File: config.mk
export PLATFORM = sky130hd
export DESIGN_NAME = frag_assembler
export DESIGN_NICKNAME = d
export VERILOG_FILES = /design/src/rtl/frag_pkg.sv /design/src/rtl/frag_wait_timer.sv /design/src/rtl/frag_src_view.sv /design/src/rtl/frag_assembler.sv
export SDC_FILE = /design/constraint.sdc
export NUM_CORES = 1
export LEC_CHECK = 0
export BUFFER_PORTS_ARGS = -buffer_cell sky130_fd_sc_hd__buf_2
export CORE_AREA = 8 8 433 435
export DETAILED_ROUTE_END_ITERATION = 8
export DIE_AREA = 0 0 441 443
export PLACE_DENSITY_LB_ADDON = 0.25
export SETUP_SLACK_MARGIN = 0.5
export SLEW_MARGIN = 20
export SYNTH_ARGS = -nofsm -noshare
export SYNTH_HDL_FRONTEND = slang
export SYNTH_SLANG_ARGS = --single-unit
File: constraint.sdc
create_clock -name clk -period 10.45 [get_ports clk]
set_input_delay 0.5225 -clock clk [delete_from_list [all_inputs] [get_ports clk]]
set_output_delay 0.5225 -clock clk [all_outputs]
set_load 0.03 [all_outputs]
File: src/rtl/frag_pkg.sv
// Shared definitions for the event fragment builder.
// Assumes a 32-bit output word that holds event and bunch number side by side.
package frag_pkg;

    localparam int FRAG_W = 32;

    typedef enum logic [3:0] {
        S_IDLE,
        S_XHDR,
        S_SHDR0,
        S_SHDR1,
        S_SCAN,
        S_MISM,
        S_PAY,
        S_ST0,
        S_ST1,
        S_CNT,
        S_XTRL
    } frag_state_e;

endpackage

File: src/rtl/frag_wait_timer.sv
// Wait timer: counts cycles while armed and flags expiry at the configured limit.
// Assumes arm drops once a build starts, which clears the count.
module frag_wait_timer #(
    parameter int TMR_W = 16
) (
    input  logic             clk,
    input  logic             rst_n,
    input  logic             arm,
    input  logic [TMR_W-1:0] limit,
    output logic             expired
);

    logic [TMR_W-1:0] cnt;

    assign expired = arm && (cnt == limit);

    // Count up while armed, hold at the limit, clear when disarmed.
    always_ff @(posedge clk) begin
        if (!rst_n) begin
            cnt <= '0;
        end else if (!arm) begin
            cnt <= '0;
        end else if (!expired) begin
            cnt <= cnt + 1'b1;
        end
    end

endmodule

File: src/rtl/frag_src_view.sv
// Per-source view: slices the flat source buses, derives readiness and
// start-time status, and selects the fields of the source at idx.
// Assumes EVT_W + BC_W equals the output word width.
module frag_src_view
    import frag_pkg::*;
#(
    parameter int N_SRC = 12,
    parameter int EVT_W = 20,
    parameter int BC_W  = 12,
    parameter int LEN_W = 8,
    parameter int IDX_W = 4
) (
    input  logic [N_SRC-1:0]        src_en,
    input  logic [N_SRC-1:0]        link_up,
    input  logic [N_SRC-1:0]        mgmt_valid,
    input  logic [N_SRC*EVT_W-1:0]  mgmt_evt,
    input  logic [N_SRC*BC_W-1:0]   mgmt_bc,
    input  logic [N_SRC*LEN_W-1:0]  mgmt_len,
    input  logic [N_SRC-1:0]        dat_valid,
    input  logic [N_SRC*FRAG_W-1:0] dat_word,
    input  logic [IDX_W-1:0]        idx,
    input  logic [N_SRC-1:0]        ld_snap,
    input  logic [N_SRC-1:0]        to_snap,
    input  logic [EVT_W-1:0]        hdr_evt,
    input  logic [BC_W-1:0]         hdr_bc,
    output logic                    all_ready,
    output logic [N_SRC-1:0]        ld_now,
    output logic [N_SRC-1:0]        to_now,
    output logic                    sel_take,
    output logic                    sel_mism,
    output logic [LEN_W-1:0]        sel_len,
    output logic [FRAG_W-1:0]       sel_id,
    output logic                    sel_dvalid,
    output logic [FRAG_W-1:0]       sel_dword
);

    logic [EVT_W-1:0]  evt_a [N_SRC];
    logic [BC_W-1:0]   bc_a  [N_SRC];
    logic [LEN_W-1:0]  len_a [N_SRC];
    logic [FRAG_W-1:0] dat_a [N_SRC];
    logic [N_SRC-1:0]  ready_v;
    logic [IDX_W-1:0]  sidx;
    logic              in_range;

    for (genvar g = 0; g < N_SRC; g++) begin : g_src
        assign evt_a[g]   = mgmt_evt[g*EVT_W +: EVT_W];
        assign bc_a[g]    = mgmt_bc[g*BC_W +: BC_W];
        assign len_a[g]   = mgmt_len[g*LEN_W +: LEN_W];
        assign dat_a[g]   = dat_word[g*FRAG_W +: FRAG_W];
        assign ready_v[g] = !src_en[g] || !link_up[g] || mgmt_valid[g];
        assign ld_now[g]  = src_en[g] && !link_up[g];
        assign to_now[g]  = src_en[g] && link_up[g] && !mgmt_valid[g];
    end

    assign all_ready  = &ready_v;
    assign in_range   = (idx < IDX_W'(N_SRC));
    assign sidx       = in_range ? idx : '0;
    assign sel_take   = in_range && src_en[sidx] && !ld_snap[sidx] && !to_snap[sidx];
    assign sel_mism   = (evt_a[sidx] != hdr_evt) || (bc_a[sidx] != hdr_bc);
    assign sel_len    = len_a[sidx];
    assign sel_id     = FRAG_W'({evt_a[sidx], bc_a[sidx]});
    assign sel_dvalid = in_range && dat_valid[sidx];
    assign sel_dword  = dat_a[sidx];

endmodule

File: src/rtl/frag_assembler.sv
// Event fragment builder top: waits for a timing record and ready sources (or
// a timeout), then writes transport header, standard header, per-source
// sections in ascending order, status, word count and transport trailer.
// Assumes out_space stays high for the duration of one fragment and that a
// source's data queue eventually holds its full payload.
module frag_assembler
    import frag_pkg::*;
#(
    parameter int N_SRC = 12,
    parameter int EVT_W = 20,
    parameter int BC_W  = 12,
    parameter int LEN_W = 8,
    parameter int TMR_W = 16
) (
    input  logic                    clk,
    input  logic                    rst_n,
    input  logic [TMR_W-1:0]        cfg_timeout,
    input  logic [FRAG_W-1:0]       cfg_xport_hdr,
    input  logic [FRAG_W-1:0]       cfg_xport_trl,
    input  logic [FRAG_W-1:0]       cfg_frag_id,
    input  logic [N_SRC-1:0]        src_en,
    input  logic [N_SRC-1:0]        link_up,
    input  logic                    out_space,
    input  logic                    trig_valid,
    input  logic [EVT_W-1:0]        trig_evt,
    input  logic [BC_W-1:0]         trig_bc,
    output logic                    trig_pop,
    input  logic [N_SRC-1:0]        mgmt_valid,
    input  logic [N_SRC*EVT_W-1:0]  mgmt_evt,
    input  logic [N_SRC*BC_W-1:0]   mgmt_bc,
    input  logic [N_SRC*LEN_W-1:0]  mgmt_len,
    output logic [N_SRC-1:0]        mgmt_pop,
    input  logic [N_SRC-1:0]        dat_valid,
    input  logic [N_SRC*FRAG_W-1:0] dat_word,
    output logic [N_SRC-1:0]        dat_pop,
    output logic                    out_we,
    output logic [FRAG_W-1:0]       out_word
);

    localparam int IDX_W  = $clog2(N_SRC + 1);
    localparam int CNT_W  = 16;
    localparam int HALF_W = FRAG_W / 2;

    frag_state_e      st;
    logic [IDX_W-1:0] idx;
    logic [LEN_W-1:0] rem;
    logic [N_SRC-1:0] ld_s, to_s, mm_s;
    logic [CNT_W-1:0] wcnt;
    logic [EVT_W-1:0] hdr_evt;
    logic [BC_W-1:0]  hdr_bc;

    logic             arm, expired, all_ready, go;
    logic [N_SRC-1:0] ld_now, to_now;
    logic             sel_take, sel_mism, sel_dvalid;
    logic [LEN_W-1:0] sel_len;
    logic [FRAG_W-1:0] sel_id, sel_dword;
    logic             pop_m, pop_d;

    assign arm = (st == S_IDLE) && trig_valid && out_space;
    assign go  = arm && (all_ready || expired);

    frag_wait_timer #(.TMR_W(TMR_W)) u_timer (
        .clk     (clk),
        .rst_n   (rst_n),
        .arm     (arm),
        .limit   (cfg_timeout),
        .expired (expired)
    );

    frag_src_view #(
        .N_SRC(N_SRC), .EVT_W(EVT_W), .BC_W(BC_W), .LEN_W(LEN_W), .IDX_W(IDX_W)
    ) u_view (
        .src_en     (src_en),
        .link_up    (link_up),
        .mgmt_valid (mgmt_valid),
        .mgmt_evt   (mgmt_evt),
        .mgmt_bc    (mgmt_bc),
        .mgmt_len   (mgmt_len),
        .dat_valid  (dat_valid),
        .dat_word   (dat_word),
        .idx        (idx),
        .ld_snap    (ld_s),
        .to_snap    (to_s),
        .hdr_evt    (hdr_evt),
        .hdr_bc     (hdr_bc),
        .all_ready  (all_ready),
        .ld_now     (ld_now),
        .to_now     (to_now),
        .sel_take   (sel_take),
        .sel_mism   (sel_mism),
        .sel_len    (sel_len),
        .sel_id     (sel_id),
        .sel_dvalid (sel_dvalid),
        .sel_dword  (sel_dword)
    );

    // Management pop: zero-length finish in scan or mismatch, or last payload word.
    always_comb begin
        pop_m = 1'b0;
        if (st == S_SCAN && sel_take && !sel_mism && sel_len == '0) pop_m = 1'b1;
        if (st == S_MISM && sel_len == '0) pop_m = 1'b1;
        if (st == S_PAY && sel_dvalid && rem == LEN_W'(1)) pop_m = 1'b1;
    end

    assign pop_d    = (st == S_PAY) && sel_dvalid;
    assign trig_pop = (st == S_SHDR1);

    for (genvar g = 0; g < N_SRC; g++) begin : g_pop
        assign mgmt_pop[g] = pop_m && (idx == IDX_W'(g));
        assign dat_pop[g]  = pop_d && (idx == IDX_W'(g));
    end

    // Output word selection by state.
    always_comb begin
        out_we   = 1'b1;
        out_word = '0;
        unique case (st)
            S_XHDR:  out_word = cfg_xport_hdr;
            S_SHDR0: out_word = cfg_frag_id;
            S_SHDR1: out_word = FRAG_W'({hdr_evt, hdr_bc});
            S_MISM:  out_word = sel_id;
            S_PAY: begin
                out_we   = sel_dvalid;
                out_word = sel_dword;
            end
            S_ST0:   out_word = {HALF_W'(to_s), HALF_W'(ld_s)};
            S_ST1:   out_word = {{HALF_W{1'b0}}, HALF_W'(mm_s)};
            S_CNT:   out_word = FRAG_W'(wcnt) + 1'b1;
            S_XTRL:  out_word = cfg_xport_trl;
            default: out_we   = 1'b0;
        endcase
    end

    // Fragment sequencer: start, header, source scan, payload copy, trailer.
    always_ff @(posedge clk) begin
        if (!rst_n) begin
            st      <= S_IDLE;
            idx     <= '0;
            rem     <= '0;
            ld_s    <= '0;
            to_s    <= '0;
            mm_s    <= '0;
            wcnt    <= '0;
            hdr_evt <= '0;
            hdr_bc  <= '0;
        end else begin
            unique case (st)
                S_IDLE: if (go) begin
                    st      <= S_XHDR;
                    ld_s    <= ld_now;
                    to_s    <= to_now;
                    mm_s    <= '0;
                    idx     <= '0;
                    wcnt    <= '0;
                    hdr_evt <= trig_evt;
                    hdr_bc  <= trig_bc;
                end
                S_XHDR:  st <= S_SHDR0;
                S_SHDR0: begin
                    st   <= S_SHDR1;
                    wcnt <= wcnt + 1'b1;
                end
                S_SHDR1: begin
                    st   <= S_SCAN;
                    wcnt <= wcnt + 1'b1;
                end
                S_SCAN: begin
                    if (idx == IDX_W'(N_SRC)) begin
                        st <= S_ST0;
                    end else if (sel_take && sel_mism) begin
                        mm_s[idx] <= 1'b1;
                        st        <= S_MISM;
                    end else if (sel_take && sel_len != '0) begin
                        rem <= sel_len;
                        st  <= S_PAY;
                    end else begin
                        idx <= idx + 1'b1;
                    end
                end
                S_MISM: begin
                    wcnt <= wcnt + 1'b1;
                    if (sel_len == '0) begin
                        idx <= idx + 1'b1;
                        st  <= S_SCAN;
                    end else begin
                        rem <= sel_len;
                        st  <= S_PAY;
                    end
                end
                S_PAY: if (sel_dvalid) begin
                    wcnt <= wcnt + 1'b1;
                    rem  <= rem - 1'b1;
                    if (rem == LEN_W'(1)) begin
                        idx <= idx + 1'b1;
                        st  <= S_SCAN;
                    end
                end
                S_ST0: begin
                    st   <= S_ST1;
                    wcnt <= wcnt + 1'b1;
                end
                S_ST1: begin
                    st   <= S_CNT;
                    wcnt <= wcnt + 1'b1;
                end
                S_CNT:   st <= S_XTRL;
                S_XTRL:  st <= S_IDLE;
                default: st <= S_IDLE;
            endcase
        end
    end

endmodule

==> After elaboration in Yosys (flattened, before gate mapping) <==
Index checks and enable logic that the tools add are counted.
{ "op_classes": {"add_sub_neg": 5, "n_lt_le_gt_ge": 5, "eq_ne": 37, "n_mux": 57, "bitwise_logic": 2, "n_reduce_logical": 160} }
{ "op_table": {"columns": ["cell", "n"], "rows": [
  ["32-bit case mux with 9 select lines", 1],
  ["32-bit binary-select mux with 4-bit select", 1],
  ["20-bit binary-select mux with 4-bit select", 1],
  ["1-bit logical AND", 77],
  ["32-bit two-way mux", 2],
  ["12-bit two-way mux", 5],
  ["4-bit two-way mux", 14],
  ["8-bit two-way mux", 7],
  ["12-bit binary-select mux with 4-bit select", 1],
  ["16-bit case mux with 3 select lines", 1],
  ["20-bit two-way mux", 2],
  ["4-bit case mux with 10 select lines", 1],
  ["1-bit zero test", 39],
  ["16-bit by 1-bit adder with 16-bit output (second input constant)", 2],
  ["8-bit binary-select mux with 4-bit select", 1],
  ["4-bit by 3-bit equality test with 1-bit output (second input constant)", 8],
  ["4-bit equality test (second input constant)", 8],
  ["16-bit two-way mux", 2],
  ["1-bit logical OR", 26],
  ["12-bit case mux with 2 select lines", 1],
  ["8-bit case mux with 3 select lines", 1],
  ["20-bit != test", 1],
  ["16-bit by 1-bit adder with 17-bit output (second input constant)", 1],
  ["1-bit binary-select mux with 4-bit select", 4],
  ["35 further kinds", 59]
]} }
{ "totals": {"regBits": 116, "input_bits": 1060, "output_inout_bits": 58, "elab_cells": 276} }

==> Longest topological paths before layout <==
{ "depth": {"ltp_word": 15, "mapped_depth": 18, "ltp_nobuf": 10} }

==> Hierarchy <==
Synthesis repeated with hierarchy kept, for this count alone.
{ "unflattened": {"cells_unflattened": 2335, "area_unflattened_um2": 16082.9} }
{ "by_module_without_submodules": {"columns": ["module", "instances", "cells_per_inst", "area_each_um2", "seq_area_each_um2"], "rows": [
  ["frag_src_view", 1, 1430, 9019.9, 0.0],
  ["frag_assembler", 1, 796, 6127.1, 2001.9],
  ["frag_wait_timer", 1, 109, 935.9, 320.3]
]} }

==> Worst setup path before layout <==
No wires, ideal clock.
{ "synth_timing": {"path_kind": "flip-flop to output port", "startpoint": "register idx[0]", "endpoint": "output port mgmt_pop[0]", "arrival_time_ns": 4.074, "t_required_ns": 9.927, "slack_ns": 5.854, "path_stages_with_launch": 16, "n_path_buf": 5, "cell_sequence": "dfxtp_1 > buf_6 > or4_4 > buf_6 > and2_4 > buf_6 > buf_6 > o22a_1 > a311oi_1 > nand4_1 > or4_1 > or4_4 > nor4_1 > o21ai_1 > buf_2 > a21oi_1"} }
{ "synth_via": {"elab_chain_cells": 15, "elab_cells_between_ends": 42, "cone_classes": "order compare: 1; eq/ne: 2; mux: 21; bitwise: 1; reduce/logical: 17"} }
{ "synth_lines": {"columns": ["item", "line_no", "text"], "rows": [
  ["from (decl)", "frag_assembler.sv:45", "logic [IDX_W-1:0] idx;"],
  ["from (signal assigned)", "frag_assembler.sv:177", "idx <= idx + 1'b1;"],
  ["from (signal assigned)", "frag_assembler.sv:183", "idx <= idx + 1'b1;"],
  ["from (signal assigned)", "frag_assembler.sv:194", "idx <= idx + 1'b1;"],
  ["4-bit < comparator", "frag_src_view.sv:56", "assign in_range = (idx < IDX_W'(N_SRC));"],
  ["4-bit two-way mux", "frag_src_view.sv:57", "assign sidx = in_range ? idx : '0;"],
  ["4-bit NOT with 5-bit output (implied by the code)", "frag_src_view.sv:59, frag_src_view.sv:60", null],
  ["20-bit binary-select mux with 4-bit select or 12-bit binary-select mux with 4-bit select (tied branches)", "frag_src_view.sv:59", "assign sel_mism = (evt_a[sidx] != hdr_evt) || (bc_a[sidx] != hdr_bc);"],
  ["20-bit two-way mux (implied by the code) or 12-bit two-way mux (tied branches) (2 in a row)", "frag_src_view.sv:59", null],
  ["20-bit != test or 12-bit != test (tied branches)", "frag_src_view.sv:59", null],
  ["1-bit logical OR", "frag_src_view.sv:59", null],
  ["1-bit zero test", "frag_assembler.sv:100", "if (st == S_SCAN && sel_take && !sel_mism && sel_len == '0) pop_m = 1'b1;"],
  ["1-bit logical AND (2 in a row)", "frag_assembler.sv:100", null],
  ["1-bit two-way mux", "frag_assembler.sv:100", null],
  ["1-bit two-way mux", "frag_assembler.sv:101", "if (st == S_MISM && sel_len == '0) pop_m = 1'b1;"],
  ["1-bit two-way mux", "frag_assembler.sv:102", "if (st == S_PAY && sel_dvalid && rem == LEN_W'(1)) pop_m = 1'b1;"],
  ["1-bit logical AND *", "frag_assembler.sv:109", "assign mgmt_pop[g] = pop_m && (idx == IDX_W'(g));"],
  ["to (decl)", "frag_assembler.sv:32", "output logic [N_SRC-1:0] mgmt_pop,"]
]} }
Mark *: on every way between the ends. The rest lies on a longest branch, timed or not. The select of a mux whose other input is x is not followed.

==> Final worst setup path <==
{ "layout_timing": {"startpoint": "register idx[3]", "endpoint": "output port mgmt_pop[10]"} }
Same word-level chain as after synthesis.

==> run_results.csv <==
group,metric,value,unit
job,drv_cap,0,
worst_setup_path,crit_type,"reg2out",
worst_setup_path,cpPeakStageDelay,0.75,ns
die,io_pins,1118,
place,dp_hpwl,173.1,mm
power,power.share.clock,0.388,
timing,skew,0.01416,ns
timing,rsz0062_at_grt,"no",
routing,via_per_inst,4.294,
finish,final_nets,4334,
clocking,cts_max_path_buffers,2,
finish,fillers,21090,
global_routing,overflow,0,
place,portBuffers,1117,
timing,slew_headroom,0.2386,
power,vdd_ir_drop_max,121.5,µV
yosys,ys_warn_count,0,
global_routing,first_global_vias,24140,
yosys,synth.cell_area,15780,µm²
yosys,async_flop_share,0,
worst_setup_path,crit_fanout,44,
worst_setup_path,crit_required,9.93,ns
timing,hold_viol,0,
routing,drc_errors,0,
power,power_frac_seq,0.294,
yosys,ys.flop_type,"dfxtp_1",
worst_setup_path,r2r-start,"idx[3]",
run_status,status,"complete, no violations",
clocking,path_clk_slew,0.06,ns
routing,antenna_left,0,
timing,finalCritPeriodShare,0.6740,
power,netSwitchingPower,0.0005306,W
yosys,synth_top_area_frac,0.1471,
die,fp.dieW,441,µm
clocking,cts-root-buf,"clkbuf_16",
clocking,cts_tree,"done",
clocking,cts_resized,0,
power,p_per_area,62.88,nW/µm²
routing,drt-initial-drc-count,2838,
yosys,syn_avg_cell_area,6.920,µm²
finish,seqCellArea,2337,µm²
yosys,ys_seq_area_frac,0.1471,
clocking,cts_num_sinks,116,
timing,finalCriticalPeriod,7.044,ns
yosys,yosysMostFrequentCell,"nand2_1",
routing,firstDrtPassIters,6,
worst_setup_path,r2r_slack,4.41,ns
finish,drive_gt1_frac,0.4060,
global_routing,grt_pass1_wl,249.7,mm
worst_setup_path,critPathLaunchType,"flip-flop",
clocking,numCtsBuffers,17,
hold_path,worst_hold_path.endpoint,"hdr_bc[10]",
power,p_int,0.001033,W
power,combPwrFrac,0.318,
worst_setup_path,r2r-end,"idx[0]",
hold_path,hold_start,"trig_bc[10]",
worst_setup_path,cp.buffers_inverters,3,
yosys,synth_edf_count,0,
yosys,synth_top_area_cell,"dfxtp_1",
place,gp_congestion,0.9569,
routing,avgRoutedWirePerCell,34.79,µm
timing,fmax,0.1420,GHz
die,row_count,156,
yosys,synth.area.top_cells,"dfxtp_1 (15%), mux2i_1 (9.8%), nand2_1 (7.5%), a21oi_1 (5.6%), nor2_1 (5.4%)",
timing,setup_tns,0,ns
clocking,post-cts-setup-buffers,0,
finish,fin_area,24870,µm²
global_routing,antenna_found_initial,124,
finish,area_delta_synth_final,57.57,%
worst_setup_path,worst_setup_path_end_kind,"primary output",
power,p_leak,9.935,nW
power,power,0.001564,W
routing,vias,24500,
die,initial_core_util,0.08761,
worst_setup_path,crit_top_cell,"buf_4",
die,die_h,443,µm
die,fp.coreArea,180200,µm²
worst_setup_path,cp_top_family,"simple AND/OR/NAND/NOR gates",
global_routing,grt_max_degree,134,
clocking,ctsHoldBuffers,0,
die,die_area,195400,µm²
clocking,h-tree-depth,4,
yosys,synth_commonest_cells,"nand2_1 (317), nor2_1 (225), a21oi_1 (176)",
yosys,synth_fp_nets,3349,
timing,setup_viol,0,
worst_setup_path,critPathSlowestCell,"nand2_1",
worst_setup_path,arrival,6.52,ns
clocking,clock_latency,0.45,ns
worst_setup_path,crit_chain,"buf_4, nand2_1, and2_1, mux4_2, o22ai_1, nor3_1, or4b_2, or4_1, nor4_1, o21ai_1, buf_4, a21oi_1, buf_2",
hold_path,hp-class,"in2reg",
worst_setup_path,worstRegToRegCells,11,
place,dpl_cell_area,24140,µm²
finish,multi_input_area,12560,µm²
timing,maxSlewViolCount,0,
global_routing,grt_usage,0.1902,
yosys,syn_inst,2281,
routing,drt_wl_total,198.5,mm
timing,worst_pin_slew,1.141,ns
power,netSwitchingFraction,0.3393,
yosys,synthDistinctLibCells,87,
hold_path,hold_path_depth,3,
yosys,synth-seq-cells,116,
[kinds of logic (layout without fill, tap and decap cells)]
logic type | count (synthesis) | after routing | share of synthesized area
other cells | 0 | 58 | 0
compound gates | 767 | 767 | 0.3334
simple gates | 894 | 894 | 0.2664
xor+xnor | 46 | 46 | 0.02553
fa+ha+maj | 8 | 8 | 0.006342
buf+inv | 249 | 1246 | 0.06714
flops | 116 | 116 | 0.1471
mux | 201 | 201 | 0.1540
[per-stage QoR]
step / cells / setup WS [ns] / hold WS (ns) / util
4_1_cts: 5648 / 3.514 / 0.3054 / 0.1372
3_5_place_dp: 5617 / 4.013 / 0.4632 / 0.1340
5_1_grt: 5672 / 3.289 / 0.3256 / 0.1376
6_report: 5706 / 3.406 / 0.3234 / 0.1381
3_3_place_gp: 5617 / 3.935 / 0.4469 / 0.1339
2_1_floorplan: 2281 / 5.854 / 0.4361 / -
[power by group through the flow]
stage / logic (W) / registers (W) / clock network [W]
2_1_floorplan: 0.000140 / 0.000460 / 0
3_3_place_gp: 0.000493 / 0.000468 / 0
3_5_place_dp: 0.000492 / 0.000468 / 0
4_1_cts: 0.000495 / 0.000458 / 0.000618
5_1_grt: 0.000523 / 0.000459 / 0.000635
6_report: 0.000497 / 0.000460 / 0.000607
[routing by layer]
metal  part of all wire  track usage  vias to the layer above  wire [µm]
li1                   -            -                    10670          -
met1               0.40       0.2346                    12150      80080
met5             0.0024            0                        -        468
met2               0.48       0.3188                     1390      94510
met3              0.096      0.06232                      219      18960
met4              0.023      0.04638                       70       4480
[sequential cells by signal, indices dropped and copies added (netlist names)]
signal and cells:
hdr_evt 20, u_timer.cnt 16, wcnt 16, hdr_bc 12, ld_s 12, mm_s 12, to_s 12, rem 8
idx 4, st 4
[layout make-up]
| cell class | instances | area share |
|---|---|---|
| multi-input combinational | 1916 | 0.5049 |
| timing repair buffer | 1189 | 0.2485 |
| tap | 2370 | 0.1192 |
| sequential | 116 | 0.09397 |
| clock buffer | 20 | 0.01836 |
| antenna | 58 | 0.005836 |
| clock inverter | 11 | 0.005081 |
| inverter | 26 | 0.004075 |
[cell usage in the layout (no fill, tap or decap), types with 24 or more instances in the layout]
master,count
inv_1,24
dfxtp_1,112
nand2_1,317
nand3_1,44
nor2b_1,77
o221ai_1,40
a21oi_1,175
o22ai_1,38
a222oi_1,37
buf_4,68
diode_2,58
o21ai_0,93
nor2_1,223
nor3_1,52
nor4_1,24
xor2_1,31
mux2i_1,154
buf_2,1117
a22oi_1,41
mux4_2,32
a211oi_1,89
a31oi_1,86
[how the worst max path moves through the flow]
| stage | start | endpoint | slack (ns) | depth (start not counted) |
|---|---|---|---|---|
| after floorplan | idx[0] | mgmt_pop[0] | 5.85 | 15 |
| after global placement | idx[3] | mgmt_pop[1] | 3.93 | 13 |
| after detailed placement | idx[3] | mgmt_pop[8] | 4.01 | 13 |
| after CTS | idx[3] | mgmt_pop[8] | 3.51 | 13 |
| after global routing | idx[3] | mgmt_pop[8] | 3.29 | 13 |
| final | idx[3] | mgmt_pop[10] | 3.41 | 13 |
[tightest hold or removal path: cells and delay by family]
kind,cells,cell delay (ns)
and+or+nand+nor,1,0.07
buffers and inverters,1,0.08
muxes,1,0.06
Power figures use the tool's default switching activity.
